$ cat src/rtl/scl_div_pkg.sv
package scl_div_pkg;
  localparam int DIV_A_W    = 2;
  localparam int DIV_B_W    = 6;
  localparam int HALF_STEPS = 11;
endpackage

$ cat src/rtl/scl_div_stage.sv
module scl_div_stage #(
  parameter int W = 2
) (
  input  logic         clk,
  input  logic         rst_n,
  input  logic         clr_i,
  input  logic         adv_i,
  input  logic [W-1:0] limit_i,
  output logic [W-1:0] cnt_o,
  output logic         wrap_o
);
  logic [W-1:0] cnt_q, cnt_d;
  logic         at_lim;

  assign at_lim = (cnt_q == limit_i);
  assign wrap_o = adv_i & at_lim & ~clr_i;
  assign cnt_o  = cnt_q;

  always_comb begin
    cnt_d = cnt_q;
    if (clr_i)       cnt_d = '0;
    else if (adv_i)  cnt_d = at_lim ? '0 : cnt_q + 1'b1;
  end

  always_ff @(posedge clk or negedge rst_n) begin
    if (!rst_n) cnt_q <= '0;
    else        cnt_q <= cnt_d;
  end
endmodule

$ cat src/rtl/scl_div_level.sv
module scl_div_level #(
  parameter int HALF = 11
) (
  input  logic clk,
  input  logic rst_n,
  input  logic clr_i,
  input  logic step_i,
  output logic level_o,
  output logic boundary_o
);
  localparam int PW = (HALF > 1) ? $clog2(HALF) : 1;
  localparam logic [PW-1:0] LAST = PW'(HALF - 1);

  logic          half_wrap;
  logic [PW-1:0] half_cnt;
  logic          level_q, level_d;

  scl_div_stage #(.W(PW)) u_half (
    .clk    (clk),
    .rst_n  (rst_n),
    .clr_i  (clr_i),
    .adv_i  (step_i),
    .limit_i(LAST),
    .cnt_o  (half_cnt),
    .wrap_o (half_wrap)
  );

  // a new period starts when the low phase ends
  assign boundary_o = half_wrap & ~level_q;
  assign level_o    = level_q;

  always_comb begin
    level_d = level_q;
    if (clr_i)          level_d = 1'b1;
    else if (half_wrap) level_d = ~level_q;
  end

  always_ff @(posedge clk or negedge rst_n) begin
    if (!rst_n) level_q <= 1'b1;
    else        level_q <= level_d;
  end
endmodule

$ cat src/rtl/scl_div_top.sv
module scl_div_top
  import scl_div_pkg::*;
#(
  parameter int A_W  = DIV_A_W,
  parameter int B_W  = DIV_B_W,
  parameter int HALF = HALF_STEPS
) (
  input  logic           clk,
  input  logic           rst_n,
  input  logic           en_i,
  input  logic [A_W-1:0] div_a_i,
  input  logic [B_W-1:0] div_b_i,
  output logic           tick_o,
  output logic           scl_ref_o
);
  logic           clr;
  logic           lat_en;
  logic           boundary;
  logic           wrap_a;
  logic           step;
  logic [A_W-1:0] cnt_a;
  logic [B_W-1:0] cnt_b;
  logic [A_W-1:0] div_a_q, div_a_d;
  logic [B_W-1:0] div_b_q, div_b_d;
  logic           tick_q, tick_d;

  assign clr    = ~en_i;
  assign lat_en = clr | boundary;

  // divisor capture: open while idle, otherwise only at a period start
  always_comb begin
    div_a_d = div_a_q;
    div_b_d = div_b_q;
    if (lat_en) begin
      div_a_d = div_a_i;
      div_b_d = div_b_i;
    end
  end

  always_ff @(posedge clk or negedge rst_n) begin
    if (!rst_n) begin
      div_a_q <= '0;
      div_b_q <= '0;
    end else begin
      div_a_q <= div_a_d;
      div_b_q <= div_b_d;
    end
  end

  scl_div_stage #(.W(A_W)) u_stage_a (
    .clk    (clk),
    .rst_n  (rst_n),
    .clr_i  (clr),
    .adv_i  (en_i),
    .limit_i(div_a_q),
    .cnt_o  (cnt_a),
    .wrap_o (wrap_a)
  );

  scl_div_stage #(.W(B_W)) u_stage_b (
    .clk    (clk),
    .rst_n  (rst_n),
    .clr_i  (clr),
    .adv_i  (wrap_a),
    .limit_i(div_b_q),
    .cnt_o  (cnt_b),
    .wrap_o (step)
  );

  scl_div_level #(.HALF(HALF)) u_level (
    .clk       (clk),
    .rst_n     (rst_n),
    .clr_i     (clr),
    .step_i    (step),
    .level_o   (scl_ref_o),
    .boundary_o(boundary)
  );

  assign tick_d = step;

  always_ff @(posedge clk or negedge rst_n) begin
    if (!rst_n) tick_q <= 1'b0;
    else        tick_q <= tick_d;
  end

  assign tick_o = tick_q;
endmodule

$ cat config.mk
export PLATFORM = sky130hd
export DESIGN_NAME = scl_div_top
export DESIGN_NICKNAME = d
export VERILOG_FILES = /design/src/rtl/scl_div_pkg.sv /design/src/rtl/scl_div_stage.sv /design/src/rtl/scl_div_level.sv /design/src/rtl/scl_div_top.sv
export SDC_FILE = /design/constraint.sdc
export NUM_CORES = 1
export LEC_CHECK = 0
export BUFFER_PORTS_ARGS = -buffer_cell sky130_fd_sc_hd__buf_2
export CORE_MARGIN = 4
export CORE_UTILIZATION = 50
export CTS_CLUSTER_SIZE = 24
export DETAILED_ROUTE_END_ITERATION = 8
export GPL_ROUTABILITY_DRIVEN = 0
export GPL_TIMING_DRIVEN = 0
export PLACE_DENSITY = 0.7
export SYNTH_ARGS = -nofsm -noshare
export SYNTH_HDL_FRONTEND = slang
export SYNTH_SLANG_ARGS = --single-unit
$ cat constraint.sdc
create_clock -name clk -period 6.13 [get_ports clk]
set_input_delay 1.226 -clock clk [delete_from_list [all_inputs] [get_ports clk]]
set_output_delay 1.226 -clock clk [all_outputs]
set_load 0.005 [all_outputs]
==> After elaboration in Yosys (flattened, before gate mapping) <==
Cells that the tools add are included.
Widths: inputs -> output; s select.
{ "totals": {"wordCells": 36, "ff_bits": 22, "output_inout_bits": 2, "in_bits": 11} }
{ "op_classes": {"bitwise_logic": 10, "add_sub_neg": 3, "n_eq_ne": 6, "n_mux": 10} }
{ "ops": {"columns": ["operator", "n"], "rows": [
  ["$mux 6", 3],
  ["$mux 4", 3],
  ["$and 1x1->1", 7],
  ["$add 6x1->6 const B", 1],
  ["$eq 6x6->1", 1],
  ["$ne 2x1->1 const B", 3],
  ["$add 4x1->4 const B", 1],
  ["$eq 4x4->1 const B", 1],
  ["$mux 2", 2],
  ["$add 2x1->2 const B", 1],
  ["$eq 2x2->1", 1],
  ["$mux 1", 2],
  ["$not 1->1", 2],
  ["$or 1x1->1", 1]
]} }

==> Depth between registers and ports, before layout <==
Gate-level depths: netlist (run 1).
{ "depth": {"ltp_word": 9, "ltp_mapped": 6, "ltp_nobuf": 6} }

==> Hierarchy <==
A second synthesis (run 1) with hierarchy kept.
{ "hier_totals": {"cells_unflattened": 108, "hier_area_um2": 1239.9} }
{ "by_module_without_submodules": {"columns": ["mod", "n_inst", "seq_area_each_um2", "cells_each", "area_each_um2"], "rows": [
  ["scl_div_stage at u_stage_b", 1, 150.1, 40, 406.6],
  ["scl_div_top", 1, 225.2, 20, 366.6],
  ["scl_div_stage at u_level.u_half", 1, 100.1, 28, 281.5],
  ["scl_div_stage at u_stage_a", 1, 50.0, 14, 131.4],
  ["scl_div_level", 1, 26.3, 6, 53.8]
]} }

==> Least setup slack after synthesis (run 1) <==
No wires, ideal clock.
{ "synth_timing": {"path_kind": "input to register", "start": "input port en_i", "end": "register div_a_q[0]", "setup_slack_ns": 3.514, "n_path_buf": 1, "required_time_ns": 6.005, "setup_ns": 0.125, "path_stages": 4, "arrival_ns": 2.492, "cell_sequence": "clkbuf_4 nand3_2 o41ai_4 mux2_2"} }
{ "synth_between": {"elab_chain_cells": 8, "elab_cells_between_ends": 9, "classes_between": "9 x bitwise"} }
{ "synth_lines": {"columns": ["element", "line", "text"], "rows": [
  ["start: declaration", "scl_div_top.sv:10", "input logic en_i,"],
  ["$and 1x1->1 (6 in series)", "scl_div_stage.sv:16", "assign wrap_o = adv_i & at_lim & ~clr_i;"],
  ["$and 1x1->1", "scl_div_level.sv:29", "assign boundary_o = half_wrap & ~level_q;"],
  ["$or 1x1->1 (*)", "scl_div_top.sv:28", "assign lat_en = clr | boundary;"],
  ["end signal: assignment", "scl_div_top.sv:45", "div_a_q <= div_a_d;"],
  ["end: declaration", "scl_div_top.sv:23", "logic [A_W-1:0] div_a_q, div_a_d;"]
]} }
Every way passes the cells marked *; elsewhere a longest branch is shown, timed or not.
A chain may end at the register's enable or synchronous reset.

==> Final worst setup path (run 1) <==
Same ends and word-level chain as after synthesis.

==> results of run 1 <==
==> area by class of cell <==
class                           instances  area (µm²)  area share [%]
Tap cell                               28        35.0            2.69
Buffer                                  2        11.3           0.865
Multi-Input combinational cell         72         596            45.8
Clock buffer                            4        36.3            2.79
Sequential cell                        22         552            42.4
Inverter                                3        11.3           0.865
Timing Repair Buffer                   12        60.1            4.62
==> placed cells by master (no fill, tap or decap), types with 2 or more instances in the layout <==
cell type / n
xnor2_1: 10
buf_2: 12
a2111oi_0: 2
nor2_1: 3
inv_1: 3
and2_1: 2
mux2i_1: 3
or2_2: 2
a22o_1: 3
nor3_1: 2
clkbuf_4: 4
nand2_1: 9
nor2b_1: 2
nand3_1: 3
mux2_2: 10
dfrtp_1: 21
ha_1: 3
==> worst register-to-register path: cells and delay by family, from the launching register on <==
| kind | cells | cell delay [ns] |
|---|---|---|
| flops | 1 | 0.44 |
| buf+inv | 1 | 0.07 |
| simple gates | 2 | 0.55 |
| fa+ha+maj | 1 | 0.15 |
| compound gates | 1 | 0.49 |
| mux | 1 | 0.40 |
==> registers in the layout (all words and copies together), names as in the netlist <==
register	count
u_level.level_o	1
div_a_q	2
u_stage_b.cnt_o	6
u_level.u_half.cnt_o	4
tick_o	1
div_b_q	6
u_stage_a.cnt_o	2
==> cells by family (layout without fill, tap and decap cells) <==
kind of cell    after synthesis  after routing
simple gates                 33             33
flops                        22             22
mux                          13             13
compound gates               12             12
xor+xnor                     11             11
buf+inv                       5             21
fa+ha+maj                     3              3
==> path summary, 6_finish.rpt <==
path | to | cells after the start | from
worst max-delay path | div_a_q[0] | 5 | en_i
worst min-delay path | u_stage_a.cnt_o[0] | 1 | u_stage_a.cnt_o[0]
worst max register to register | div_a_q[0] | 6 | u_level.u_half.cnt_o[0]
worst min register to register | u_stage_a.cnt_o[0] | 1 | u_stage_a.cnt_o[0]
max in group asynchronous | u_level.level_o | 1 | rst_n
min in group asynchronous | u_stage_b.cnt_o[3] | 1 | rst_n
==> routing by layer <==
layer / up-vias / part of all wire (%)
met4: 0 / 2.0
met1: 398 / 45
met3: 4 / 3.9
met5: - / 0
met2: 16 / 49
li1: 389 / -
==> where the power goes <==
part	internal, mW	switching [mW]	total, mW	leakage (nW)
logic	0.0285	0.0364	0.0649	0.257
registers	0.157	0.0113	0.168	0.283
clock network	0.0364	0.0472	0.0836	0.0210
total	0.222	0.0950	0.317	0.562
==> metrics by stage <==
stage	hold WS [ns]	util (%)	area (µm²)	total power, mW	cells
2_1_floorplan	0.461	-	1170	0.220	99
3_3_place_gp	0.477	57.2	1260	0.235	139
3_5_place_dp	0.498	57.2	1260	0.236	139
4_1_cts	0.516	58.8	1300	0.318	143
5_1_grt	0.544	58.8	1300	0.335	143
6_report	0.508	58.8	1300	0.317	143
==> run metrics, run 1 <==
number of diodes added for antenna fixing 0; area share of and/or/nand/nor cells after synthesis approximately 17%; proportion of layout cells with a drive suffix above 1 ~30%; Relative slew margins between 60% and 70%; initial antenna violation count 0; setup repair after global routing missed its margin no; max-capacitance violation count 0; Clock Latency Late Sink around 0.32 ns; Inserted Clock Buffers 3; number of different library cells in the post-synthesis netlist 36; largest area contributor in the netlist dfrtp_1; fraction of the cycle the final worst path needs ~40%; Placement Rows 17; Hold-fix buffers, CTS 0; Setup Viol. Count Final 0; class of the tightest hold or removal check reg -> reg; worst path bufs/invs 2; Remaining DRCs 0; met3 layer usage reported by global route about 3.4%; GR Util met1 between 10% and 20%; WL per Instance roughly 14 µm; worst supply voltage drop on vdd between 150 and 200 µV; setup slack on the worst flop-to-flop path slightly below 4 ns; critical path, cell by cell buf_2 > clkbuf_4 > nand3_2 > o41ai_4 > mux2_2; final worst-path setup slack 3.62 ns; cell family with most CP delay compound AO/OA/AOI/OAI gates; net count after synthesis about 110; critical path data required time 6.35 ns; Synth Cell Area around 1200 µm²; number of endpoints with negative hold slack in the final report 0; Post-DRT Antenna Nets 0; Starting Density around 53%; most frequently used flop master after synthesis dfrtp_1; core footprint around 2200 µm²; proportion of synthesized area in mux cells 12.2%; clock edge transition at the registers on the reported setup and hold paths roughly 0.12 ns; vias about 800; library cell used as clock root buffer clkbuf_4; depth of the CTS H-tree 1; die span in y 56.4 µm; top cells by instance count after synthesis 21 x dfrtp_1, 10 x mux2_2, 10 x xnor2_1; Max Fanout on Critical Path 10; leading post-synthesis cells by cell area dfrtp_1 45%, mux2_2 9.6%, xnor2_1 7.5%, ha_1 3.2%, nand2_1 2.9%; buffer levels on the longest clock path 2; total setup buffers inserted after CTS 0; number of clock sinks 22; synthesis warning total 0; global-route usage over all layers between 10% and 20%; number of storage elements in the synthesis netlist 22; Crit path largest cell delay 0.66 ns; critical path startpoint category primary input; synthesized-area fraction occupied by adder cells 3.21%; met2 layer usage reported by global route 24.2%; pin count of the biggest net entering global routing 23; XOR/XNOR Fraction of Synth Area under 10%; static power due to leakage approximately 0.56 nW; first-pass GRT wire length about 3.7 mm; hpwl dp around 1.5 mm; post-synthesis compound-gate area fraction 10.2%; TritonCTS clock tree yes; largest family of logic cells by synthesized area simple AND/OR/NAND/NOR gates; worst slack at placement approximately 3.2 ns; critical path arrival 2.73 ns; gr busiest metal met2; area share of the leading cell type in the synthesized netlist between 40% and 50%; Setup crit end kind flop; number of flops mapped to enable cells by yosys 0; post-synthesis to final-layout area growth 11.2%; fraction of the yosys area taken by sequential cells ~47%; critical path start-end classification in -> reg; number of global-route vias before repair between 800 and 900; number of max-slew violations in the final report 0; highest achievable clock rate roughly 400 MHz; via count normalized by instance count 5.64; die boundary width about 56 µm; number of instances in the synthesized netlist 99; Die Area about 3200 µm²; standard cell with the maximum stage delay on the critical path o41ai_4; Initial DRT Pass Iterations 4; run status finished clean; total wire length ~2 mm; total global routing overflow 0; share of synthesized flip-flops with an asynchronous set or reset 100%; # IOs 13; setup TNS 0 ns; iteration-0 DRC count of the detailed router 11; number of cells upsized or downsized after cts 0; final critical-path required period about 2.5 ns; count of port buffers added during placement 12; Power Dens Cells between 200 and 250 nW/µm²; final layout net count 130; post-synthesis area per instance 11.8 µm²; final-layout fill cell count 201; Worst Max-Slew Pin Slew about 0.57 ns; clk_skew ~0.0044 ns; cell with the most instances after synthesis dfrtp_1
No activity file was read; power rests on OpenSTA's default activity.
==> inputs of run 2 (changes only) <==
- PLACE_DENSITY: 0.7 -> 0.72
- clock period: 6.13 -> 2.1 ns (I/O delays scaled with it)
==> run 2 against run 1 <==
Clock power grew 140%; global-route usage shrank 1.3 points; final cell count grew 2.8%; highest routed layer unchanged; cell area grew 1.9%; first-iteration DRC count shrank 27%; power grew to 2.8 times the previous value; clock skew grew 0.0036 ns; via count shrank 2.1%.
==> run metrics, run 2 (synthesis gave the netlist of run 1 again) <==
TritonCTS clock tree yes; final worst-path setup slack 0.122 ns (-3.50 ns); number of max-slew violations in the final report 0 (unchanged); cell count after placement 139 (unchanged); cell area after layout 1330 µm² (+1.9%); critical path start-end classification reg -> reg; fraction of the cycle the final worst path needs around 94%; placed cell area 1260 µm² (unchanged); Starting Density 52.9% (unchanged); Remaining DRCs 0 (unchanged); setup slack on the worst flop-to-flop path 0.12 ns (-3.82 ns); proportion of layout cells with a drive suffix above 1 31.9% (+2.4 points); iteration-0 DRC count of the detailed router 8 (-3); number of standard cells in the final layout excluding fillers 147 (+2.8%); buffer levels on the longest clock path 2 (unchanged); initial antenna violation count 0 (unchanged); Die Area 3180 µm² (unchanged); via count normalized by instance count 5.37 (-4.8%); highest achievable clock rate roughly 510 MHz; number of diodes added for antenna fixing 0 (unchanged); clk_skew 0.00796 ns (+0.00356 ns); post-synthesis to final-layout area growth 13.4%; critical path arrival 2.18 ns (-0.55 ns); static power due to leakage 0.577 nW (+2.8%); core footprint 2210 µm² (unchanged); vias 790 (-2.1%); reg2reg path depth 5 (-1); depth of the CTS H-tree 1 (unchanged); setup TNS 0 ns (unchanged); Max Fanout on Critical Path 8 (-2); hpwl dp 1.49 mm (-2.7%); critical path startpoint category flop; total global routing overflow 0 (unchanged); max-capacitance violation count 0 (unchanged); pin count of the biggest net entering global routing 23 (unchanged); worst supply voltage drop on vdd 425 µV (+120%); critical path, cell by cell xnor2_1 > nand4_4 > o41ai_4 > buf_6 > mux2_2; utilization of the core after routing 60.0% (+1.1 points); die boundary width 56.4 µm (unchanged); Setup Viol. Count Final 0 (unchanged); class of the tightest hold or removal check in -> async; count of port buffers added during placement 12 (unchanged); global-route usage over all layers 13.6% (-1.3 points); number of global-route vias before repair 792 (-6.5%); worst reg2reg path endpoint div_b_q[0]; Hold WS 0.0538 ns (-0.455 ns); most frequent standard cell in the layout excluding fill and tap cells dfrtp_1; setup repair after global routing missed its margin no; worst reg2reg startpoint u_stage_b.cnt_o[3]; Relative slew margins 65.5% (+4.0 points); total wire length 2.00 mm (-0.30%); WL per Instance 13.6 µm (-3.0%); cell family with most CP delay flip-flops; worst path bufs/invs 1 (-1); Post-DRT Antenna Nets 0 (unchanged); clock edge transition at the registers on the reported setup and hold paths 0.13 ns (about the same); Hold-fix buffers, CTS 0 (unchanged); commonest cells after routing, fill and taps aside 21 x dfrtp_1, 12 x buf_2, 10 x xnor2_1, 10 x mux2_2, 9 x nand2_1; library cell used as clock root buffer clkbuf_4; final layout net count 134 (+3.1%); Initial DRT Pass Iterations 4 (unchanged); die span in y 56.4 µm (unchanged); Crit path largest cell delay 0.47 ns (-0.19 ns); Power Dens Cells 671 nW/µm² (+180%); Clock Latency Late Sink 0.30 ns (-0.02 ns); Setup crit end kind flop; Worst Max-Slew Pin Slew 0.514 ns (-0.0599 ns); standard cell with the maximum stage delay on the critical path dfrtp_1; first-pass GRT wire length 3.45 mm (-6.9%); Inserted Clock Buffers 3 (unchanged); number of clock sinks 22 (unchanged); critical path data required time 2.30 ns (-4.05 ns); Final Total Pwr 0.891 mW (+180%); run status finished clean; final critical-path required period a little under 2 ns; number of endpoints with negative hold slack in the final report 0 (unchanged); Placement Rows 17 (unchanged); # IOs 13 (unchanged); worst slack at placement -0.0842 ns (-3.32 ns)
## run 2: cell types whose count changed in the layout (fill, tap and decap cells not counted)
cell / previous run / this run
buf_4: 0 / 3
and3b_1: 1 / 0
and3b_2: 0 / 1
buf_6: 0 / 1
clkbuf_1: 0 / 1
clkbuf_8: 1 / 0
## run 2: power breakdown
group	switching (mW)	internal [mW]
Clock	0.129	0.0740
Sequential	0.0340	0.459
Combinational	0.109	0.0859
Total	0.272	0.618
## run 2: routing by layer
layer | track usage, % | routed length (µm)
met2 | 22.9 | 957
met1 | 17.6 | 948
met5 | 0 | 0
met4 | 4.07 | 15
met3 | 2.99 | 76
## run 2: how the worst max path moves through the flow
stage                             from    endpoint  slack (ns)  cells past startpoint
6_report            u_stage_b.cnt_o[3]  div_b_q[0]        0.12                      5
4_1_cts        u_level.u_half.cnt_o[0]  div_b_q[2]        0.05                      7
2_1_floorplan  u_level.u_half.cnt_o[0]  div_a_q[0]        0.14                      6
3_3_place_gp   u_level.u_half.cnt_o[0]  div_a_q[0]       -0.03                      6
5_1_grt             u_stage_b.cnt_o[3]  div_b_q[3]        0.02                      5
3_5_place_dp   u_level.u_half.cnt_o[0]  div_b_q[2]       -0.08                      6
## run 2: worst reg2reg max path: stages, from the launching register on
cell     delay [ns]
dfrtp_1        0.47
xnor2_1        0.33
nand4_4        0.20
o41ai_4        0.35
buf_6          0.18
mux2_2         0.33
## run 2: final cells by class
class                      instances  area [µm²]
buffer                             2        11.3
clock buffer                       4        26.3
fill                             205         886
inverter                           3        11.3
multi-input combinational         72         597
sequential                        22         552
tap                               28        35.0
timing repair buffer              16        93.8
## run 2: repair_timing
action,in CTS,in global routing
pin swaps,1,2
endpoints found under the setup margin,8,8
gates resized for setup,1,1
setup buffers,2,2
